File: config.mk
export PLATFORM = sky130hd
export DESIGN_NAME = periodic_route_timer
export DESIGN_NICKNAME = d
export VERILOG_FILES = /design/src/rtl/prt_pkg.sv /design/src/rtl/prt_regs.sv /design/src/rtl/prt_counter.sv /design/src/rtl/prt_route.sv /design/src/rtl/periodic_route_timer.sv
export SDC_FILE = /design/constraint.sdc
export NUM_CORES = 1
export LEC_CHECK = 0
export BUFFER_PORTS_ARGS = -buffer_cell sky130_fd_sc_hd__buf_2
export CORE_MARGIN = 4
export CORE_UTILIZATION = 30
export DETAILED_ROUTE_END_ITERATION = 10
export GPL_TIMING_DRIVEN = 0
export PLACE_DENSITY = 0.6
export SETUP_SLACK_MARGIN = 0.1
export SKIP_CTS_REPAIR_TIMING = 1
export SLEW_MARGIN = 40
export SYNTH_ARGS = -nofsm -noshare
export SYNTH_HDL_FRONTEND = slang
export SYNTH_SLANG_ARGS = --single-unit
export TNS_END_PERCENT = 10
File: constraint.sdc
create_clock -name clk -period 4.7 [get_ports clk]
set_input_delay 0.94 -clock clk [delete_from_list [all_inputs] [get_ports clk]]
set_output_delay 0.94 -clock clk [all_outputs]
set_load 0.02 [all_outputs]
File: src/rtl/prt_pkg.sv
package prt_pkg;
  localparam int VAL_W = 28;

  localparam logic [7:0] OFS_ROUTE = 8'h24;
  localparam logic [7:0] OFS_CTRL  = 8'h34;
  localparam logic [7:0] OFS_ACK   = 8'h38;

  localparam int B_PEND = 31;
  localparam int B_RLD  = 30;
  localparam int B_IE   = 29;
  localparam int B_EN   = 28;

  typedef struct packed {
    logic             pend;
    logic             rld;
    logic             ie;
    logic             en;
    logic [VAL_W-1:0] period;
  } ctrl_t;
endpackage

File: src/rtl/prt_regs.sv
module prt_regs
  import prt_pkg::*;
#(
  parameter int ADDR_W = 8,
  parameter int RT_W   = 3
) (
  input  logic              clk,
  input  logic              rst_n,
  input  logic              wr,
  input  logic [ADDR_W-1:0] addr,
  input  logic [31:0]       wdata,
  input  logic              expire,
  output logic [31:0]       rdata,
  output ctrl_t             ctrl,
  output logic [RT_W-1:0]   route,
  output logic              cnt_load,
  output logic              cnt_hold,
  output logic [VAL_W-1:0]  ld_val
);
  localparam logic [ADDR_W-1:0] A_ROUTE = ADDR_W'(OFS_ROUTE);
  localparam logic [ADDR_W-1:0] A_CTRL  = ADDR_W'(OFS_CTRL);
  localparam logic [ADDR_W-1:0] A_ACK   = ADDR_W'(OFS_ACK);

  ctrl_t           ctrl_q, ctrl_nx;
  logic [RT_W-1:0] route_q, route_nx;
  logic            ctrl_wr, ack_wr, route_wr;

  assign route_wr = wr && (addr == A_ROUTE);
  assign ctrl_wr  = wr && (addr == A_CTRL);
  assign ack_wr   = wr && (addr == A_ACK);

  always_comb begin
    route_nx = route_q;
    if (route_wr) route_nx = wdata[RT_W-1:0];
  end

  always_comb begin
    ctrl_nx = ctrl_q;
    if (ctrl_wr) ctrl_nx = ctrl_t'(wdata);
    if (ack_wr && wdata[B_PEND]) ctrl_nx.pend = 1'b0;
    if (expire) ctrl_nx.pend = 1'b1;
  end

  always_ff @(posedge clk or negedge rst_n) begin
    if (!rst_n) begin
      ctrl_q  <= '0;
      route_q <= '0;
    end else begin
      ctrl_q  <= ctrl_nx;
      route_q <= route_nx;
    end
  end

  assign cnt_load = (ctrl_wr && wdata[B_EN]) || (ack_wr && wdata[B_RLD] && ctrl_q.en);
  assign cnt_hold = ctrl_wr;
  assign ld_val   = ctrl_wr ? wdata[VAL_W-1:0] : ctrl_q.period;

  always_comb begin
    rdata = '0;
    if (addr == A_ROUTE) rdata[RT_W-1:0] = route_q;
    else if (addr == A_CTRL) rdata = ctrl_q;
  end

  assign ctrl  = ctrl_q;
  assign route = route_q;

  p_expiry_sets_r3: assert property (@(posedge clk) disable iff (!rst_n)
    expire |=> ctrl_q.pend);

  p_ack_clears_r5: assert property (@(posedge clk) disable iff (!rst_n)
    (ack_wr && wdata[B_PEND] && !expire) |=> !ctrl_q.pend);
endmodule

File: src/rtl/prt_counter.sv
module prt_counter
  import prt_pkg::*;
(
  input  logic             clk,
  input  logic             rst_n,
  input  logic             tick,
  input  logic             en,
  input  logic [VAL_W-1:0] period,
  input  logic             load,
  input  logic             hold,
  input  logic [VAL_W-1:0] ld_val,
  output logic             expire
);
  logic [VAL_W-1:0] cnt_q, cnt_nx;
  logic             step;

  assign step   = !load && !hold && en && tick && (cnt_q != '0);
  assign expire = step && (cnt_q == VAL_W'(1));

  always_comb begin
    cnt_nx = cnt_q;
    if (load) cnt_nx = ld_val;
    else if (expire) cnt_nx = period;
    else if (step) cnt_nx = cnt_q - VAL_W'(1);
  end

  always_ff @(posedge clk or negedge rst_n) begin
    if (!rst_n) cnt_q <= '0;
    else        cnt_q <= cnt_nx;
  end

  p_cnt_within_period_r4: assert property (@(posedge clk) disable iff (!rst_n)
    en |-> (cnt_q <= period));

  p_stopped_holds_r7: assert property (@(posedge clk) disable iff (!rst_n)
    (!en && !load) |=> $stable(cnt_q));

  p_zero_never_expires_r8: assert property (@(posedge clk) disable iff (!rst_n)
    (period == '0 && !load) |-> !expire);
endmodule

File: src/rtl/prt_route.sv
module prt_route #(
  parameter int NUM_CORES = 4,
  parameter int RT_W      = 3
) (
  input  logic                 clk,
  input  logic                 rst_n,
  input  logic                 active,
  input  logic [RT_W-1:0]      route,
  output logic [NUM_CORES-1:0] irq_o,
  output logic [NUM_CORES-1:0] fiq_o
);
  localparam int CORE_W = RT_W - 1;

  logic [NUM_CORES-1:0] irq_nx, fiq_nx, irq_q, fiq_q;
  logic                 to_fiq;
  logic [CORE_W-1:0]    core;

  assign to_fiq = route[CORE_W];
  assign core   = route[CORE_W-1:0];

  for (genvar k = 0; k < NUM_CORES; k++) begin : g_core
    logic hit;
    assign hit       = active && (core == CORE_W'(k));
    assign irq_nx[k] = hit && !to_fiq;
    assign fiq_nx[k] = hit && to_fiq;
  end

  always_ff @(posedge clk or negedge rst_n) begin
    if (!rst_n) begin
      irq_q <= '0;
      fiq_q <= '0;
    end else begin
      irq_q <= irq_nx;
      fiq_q <= fiq_nx;
    end
  end

  assign irq_o = irq_q;
  assign fiq_o = fiq_q;

  p_single_line_r10: assert property (@(posedge clk) disable iff (!rst_n)
    $onehot0({irq_q, fiq_q}));

  p_needs_active_r9: assert property (@(posedge clk) disable iff (!rst_n)
    (|{irq_q, fiq_q}) |-> $past(active));
endmodule

File: src/rtl/periodic_route_timer.sv
module periodic_route_timer
  import prt_pkg::*;
#(
  parameter int ADDR_W    = 8,
  parameter int NUM_CORES = 4
) (
  input  logic                 clk,
  input  logic                 rst_n,
  input  logic                 cnt_tick,
  input  logic                 reg_wr,
  input  logic [ADDR_W-1:0]    reg_addr,
  input  logic [31:0]          reg_wdata,
  output logic [31:0]          reg_rdata,
  output logic [NUM_CORES-1:0] irq_o,
  output logic [NUM_CORES-1:0] fiq_o
);
  localparam int CORE_W = (NUM_CORES > 1) ? $clog2(NUM_CORES) : 1;
  localparam int RT_W   = CORE_W + 1;

  logic             rst_s1, rst_s2;
  ctrl_t            ctrl;
  logic [RT_W-1:0]  route;
  logic             cnt_load, cnt_hold, expire;
  logic [VAL_W-1:0] ld_val;

  always_ff @(posedge clk or negedge rst_n) begin
    if (!rst_n) begin
      rst_s1 <= 1'b0;
      rst_s2 <= 1'b0;
    end else begin
      rst_s1 <= 1'b1;
      rst_s2 <= rst_s1;
    end
  end

  prt_regs #(.ADDR_W(ADDR_W), .RT_W(RT_W)) u_regs (
    .clk(clk), .rst_n(rst_s2), .wr(reg_wr), .addr(reg_addr), .wdata(reg_wdata),
    .expire(expire), .rdata(reg_rdata), .ctrl(ctrl), .route(route),
    .cnt_load(cnt_load), .cnt_hold(cnt_hold), .ld_val(ld_val)
  );

  prt_counter u_counter (
    .clk(clk), .rst_n(rst_s2), .tick(cnt_tick), .en(ctrl.en),
    .period(ctrl.period), .load(cnt_load), .hold(cnt_hold), .ld_val(ld_val),
    .expire(expire)
  );

  prt_route #(.NUM_CORES(NUM_CORES), .RT_W(RT_W)) u_route (
    .clk(clk), .rst_n(rst_s2), .active(ctrl.ie && ctrl.pend), .route(route),
    .irq_o(irq_o), .fiq_o(fiq_o)
  );
endmodule

==> results.tsv <==
metric	value	unit
ranking of synthesized cells by area	dfrtp_1 40%, nand2_1 10%, and2_1 4.7%	
r2r worst-path depth	8	
leading cell type in the layout, fill and taps excluded	nand2_1	
# DRC	0	
Post-DP HPWL	12300	µm
buffers from clock root to sink, at most	2	
CP bufs+invs	3	
Overall Power	2.69	mW
initial antenna violation count	0	
post-synthesis register bit count	73	
IO Port Bufs	83	
vias in the first global route	4558	
CTS sink cnt	73	
number of H-tree levels	3	
root buf cell	clkbuf_16	
First-pass DRT Iterations	5	
number of CTS-inserted buffers	9	
Finished Layout Cells	828	
Syn Inst Count	544	
Synth Warn #	0	
Setup violations, final	0	
class of the most critical setup path	in2out	
Final nets	686	
post-synthesis cell area	4530	µm²
post-placement cell area	5200	µm²
Fin. Hold Viols	0	
Post-Route WL	16500	µm
Power Density	487	nW/µm²
Slew HR	45.4	%
WL per Instance	20.0	µm
status	finished, final reports clean	
ys flop type	dfrtp_1	
mean cell area of the mapped netlist	8.32	µm²
FILL cells	1552	
TritonCTS clock tree	built	
Ant. Diodes	0	
area fraction of the dominant cell type after synthesis	40.3	%
Unique masters post-synth	64	
Crit-path slowest cell	clkbuf_1	
Largest delay share family, worst path	simple AND/OR/NAND/NOR gates	
HP Class	reg2async	
critical path, cell by cell	buf_2, nor4b_2, and3_1, clkbuf_1, and2_1, buf_2	
Max Cap Viol	0	
die width	131	µm
clock slew at reported path FFs	0.06	ns
antenna-violating nets left	0	
grt ovf	0	
P_leak	2.60	nW
Worst path max stage delay	0.54	ns
share of post-route cells with drive strength above 1	20.8	%
Placeable Area	14600	µm²
die area	17100	µm²
Worst setup SP type	input pin	
Worst Path Max Fanout	10	
CP required	3.76	ns
post-route minimum period	3.80	ns
initial core utilization	30.9	%
Achievable Freq	263	MHz
worst flop-to-flop path startpoint	u_counter.cnt_q[11]$_DFFE_PN0P_	
Routability Congestion	0.973	
critical path endpoint category	output pin	
post-synthesis sequential area ratio	40.3	%
area leader, netlist	dfrtp_1	
Worst Skew	0.00691	ns
Cells after DPL	812	
post-route cell area	5540	µm²
setup TNS	0	ns
largest net degree at the start of global routing	40	
number of synthesized flops with an enable pin	0	
most used cell, CP	buf_2	
GRT Overall Usage	19.7	%
Die Y	131	µm
row count	44	
most frequent cells in the layout	122 x nand2_1, 87 x buf_2, 72 x dfrtp_1	
first-pass GRT wire length	25700	µm
max-slew violations	0	
I/O pin count	84	
RSZ-0062 raised after global routing	false	
synth-to-layout area growth	22.2	%
clk_lat worst skew	0.35	ns
setup slack, reg-to-reg	1.64	ns
period utilisation layout	80.9	%
Crit path arrival time	2.86	ns
maximum vdd drop	0.000224	V
Net Count, Synth	591	
slew at the pin with the worst max-slew slack	0.815	ns
Post-synth ARST share	100	%
routed vias/inst	5.60	
post-layout util	37.8	%
vias	4634	
reg2reg end	u_counter.cnt_q[3]$_DFFE_PN0P_	
DRT iter0 DRCs	442	
-- stage by stage --
stage	worst slack, ns	hold slack (ns)
2_1_floorplan	1.47	0.331
5_1_grt	0.707	0.340
4_1_cts	0.557	0.311
3_3_place_gp	0.565	0.336
3_5_place_dp	0.577	0.307
6_report	0.899	0.290
-- worst max path at each step --
stage | start | end | depth (start not counted)
5_1_grt | reg_addr[3] | reg_rdata[13] | 6
6_report | reg_addr[3] | reg_rdata[12] | 6
3_5_place_dp | reg_addr[3] | reg_rdata[13] | 6
4_1_cts | reg_addr[3] | reg_rdata[13] | 6
2_1_floorplan | reg_addr[3] | reg_rdata[1] | 4
3_3_place_gp | reg_addr[3] | reg_rdata[13] | 6
-- routing by layer --
metal	share of wire [%]	vias to the layer above	track usage, %
met2	48	205	32.4
li1	-	2147	-
met3	7.4	23	4.80
met5	0	-	0
met1	42	2259	25.5
met4	2.2	0	6.35
-- Yosys cell counts (3+ instances only) --
library cell and count:
a21oi_1 19, a221o_1 3, a222oi_1 11, a22o_1 5, a22oi_1 20, a31oi_1 3, and2_1 34, and3_1 4
buf_2 4, buf_6 3, clkbuf_1 29, dfrtp_1 73, ha_1 3, inv_1 7, mux2_2 5, nand2_1 122
nand3_1 8, nand4_1 5, nor2_1 33, nor2b_1 4, nor3_1 13, nor4_1 13, nor4b_1 3, o211ai_1 9
o21ai_0 25, o21ai_1 6, o22a_1 3, o22ai_1 3, o31ai_1 4, or2_2 7, or3_1 6, or4_1 4
xnor2_1 6, xor2_1 6
-- cell families (layout without fill, tap and decap cells) --
group | count (synthesis) | after routing | synth area share (%)
and+or+nand+nor | 276 | 276 | 30.8
adders and majority gates | 3 | 3 | 0.829
buffers and inverters | 45 | 145 | 4.50
muxes | 6 | 6 | 1.46
other | 1 | 1 | 0.0828
AOI/OAI and AO/OA | 128 | 128 | 19.7
xor gates and xnor gates | 12 | 12 | 2.32
DFF | 73 | 73 | 40.3
-- final cells by class --
cell class | instances | area (µm²) | area share, %
buffer | 38 | 178 | 3.21
inverter | 7 | 26.3 | 0.475
timing repair buffer | 84 | 435 | 7.87
clock inverter | 7 | 100 | 1.81
tap | 184 | 230 | 4.16
multi-input combinational | 426 | 2510 | 45.3
sequential | 73 | 1830 | 33.1
clock buffer | 9 | 225 | 4.07
-- registers in the layout (all words and copies together), names as in the netlist --
| signal | cells |
|---|---|
| u_route.irq_o | 4 |
| u_regs.route | 3 |
| u_counter.cnt_q | 28 |
| u_route.fiq_o | 4 |
| rst_s1 | 1 |
| u_regs.ctrl | 32 |
| rst_s2 | 1 |
-- where the power goes --
part	internal [mW]	total (mW)	switching (mW)
combinational	0.412	1.07	0.661
sequential	0.725	0.848	0.124
clock	0.471	0.773	0.302
(Power assumes the default switching activity.)
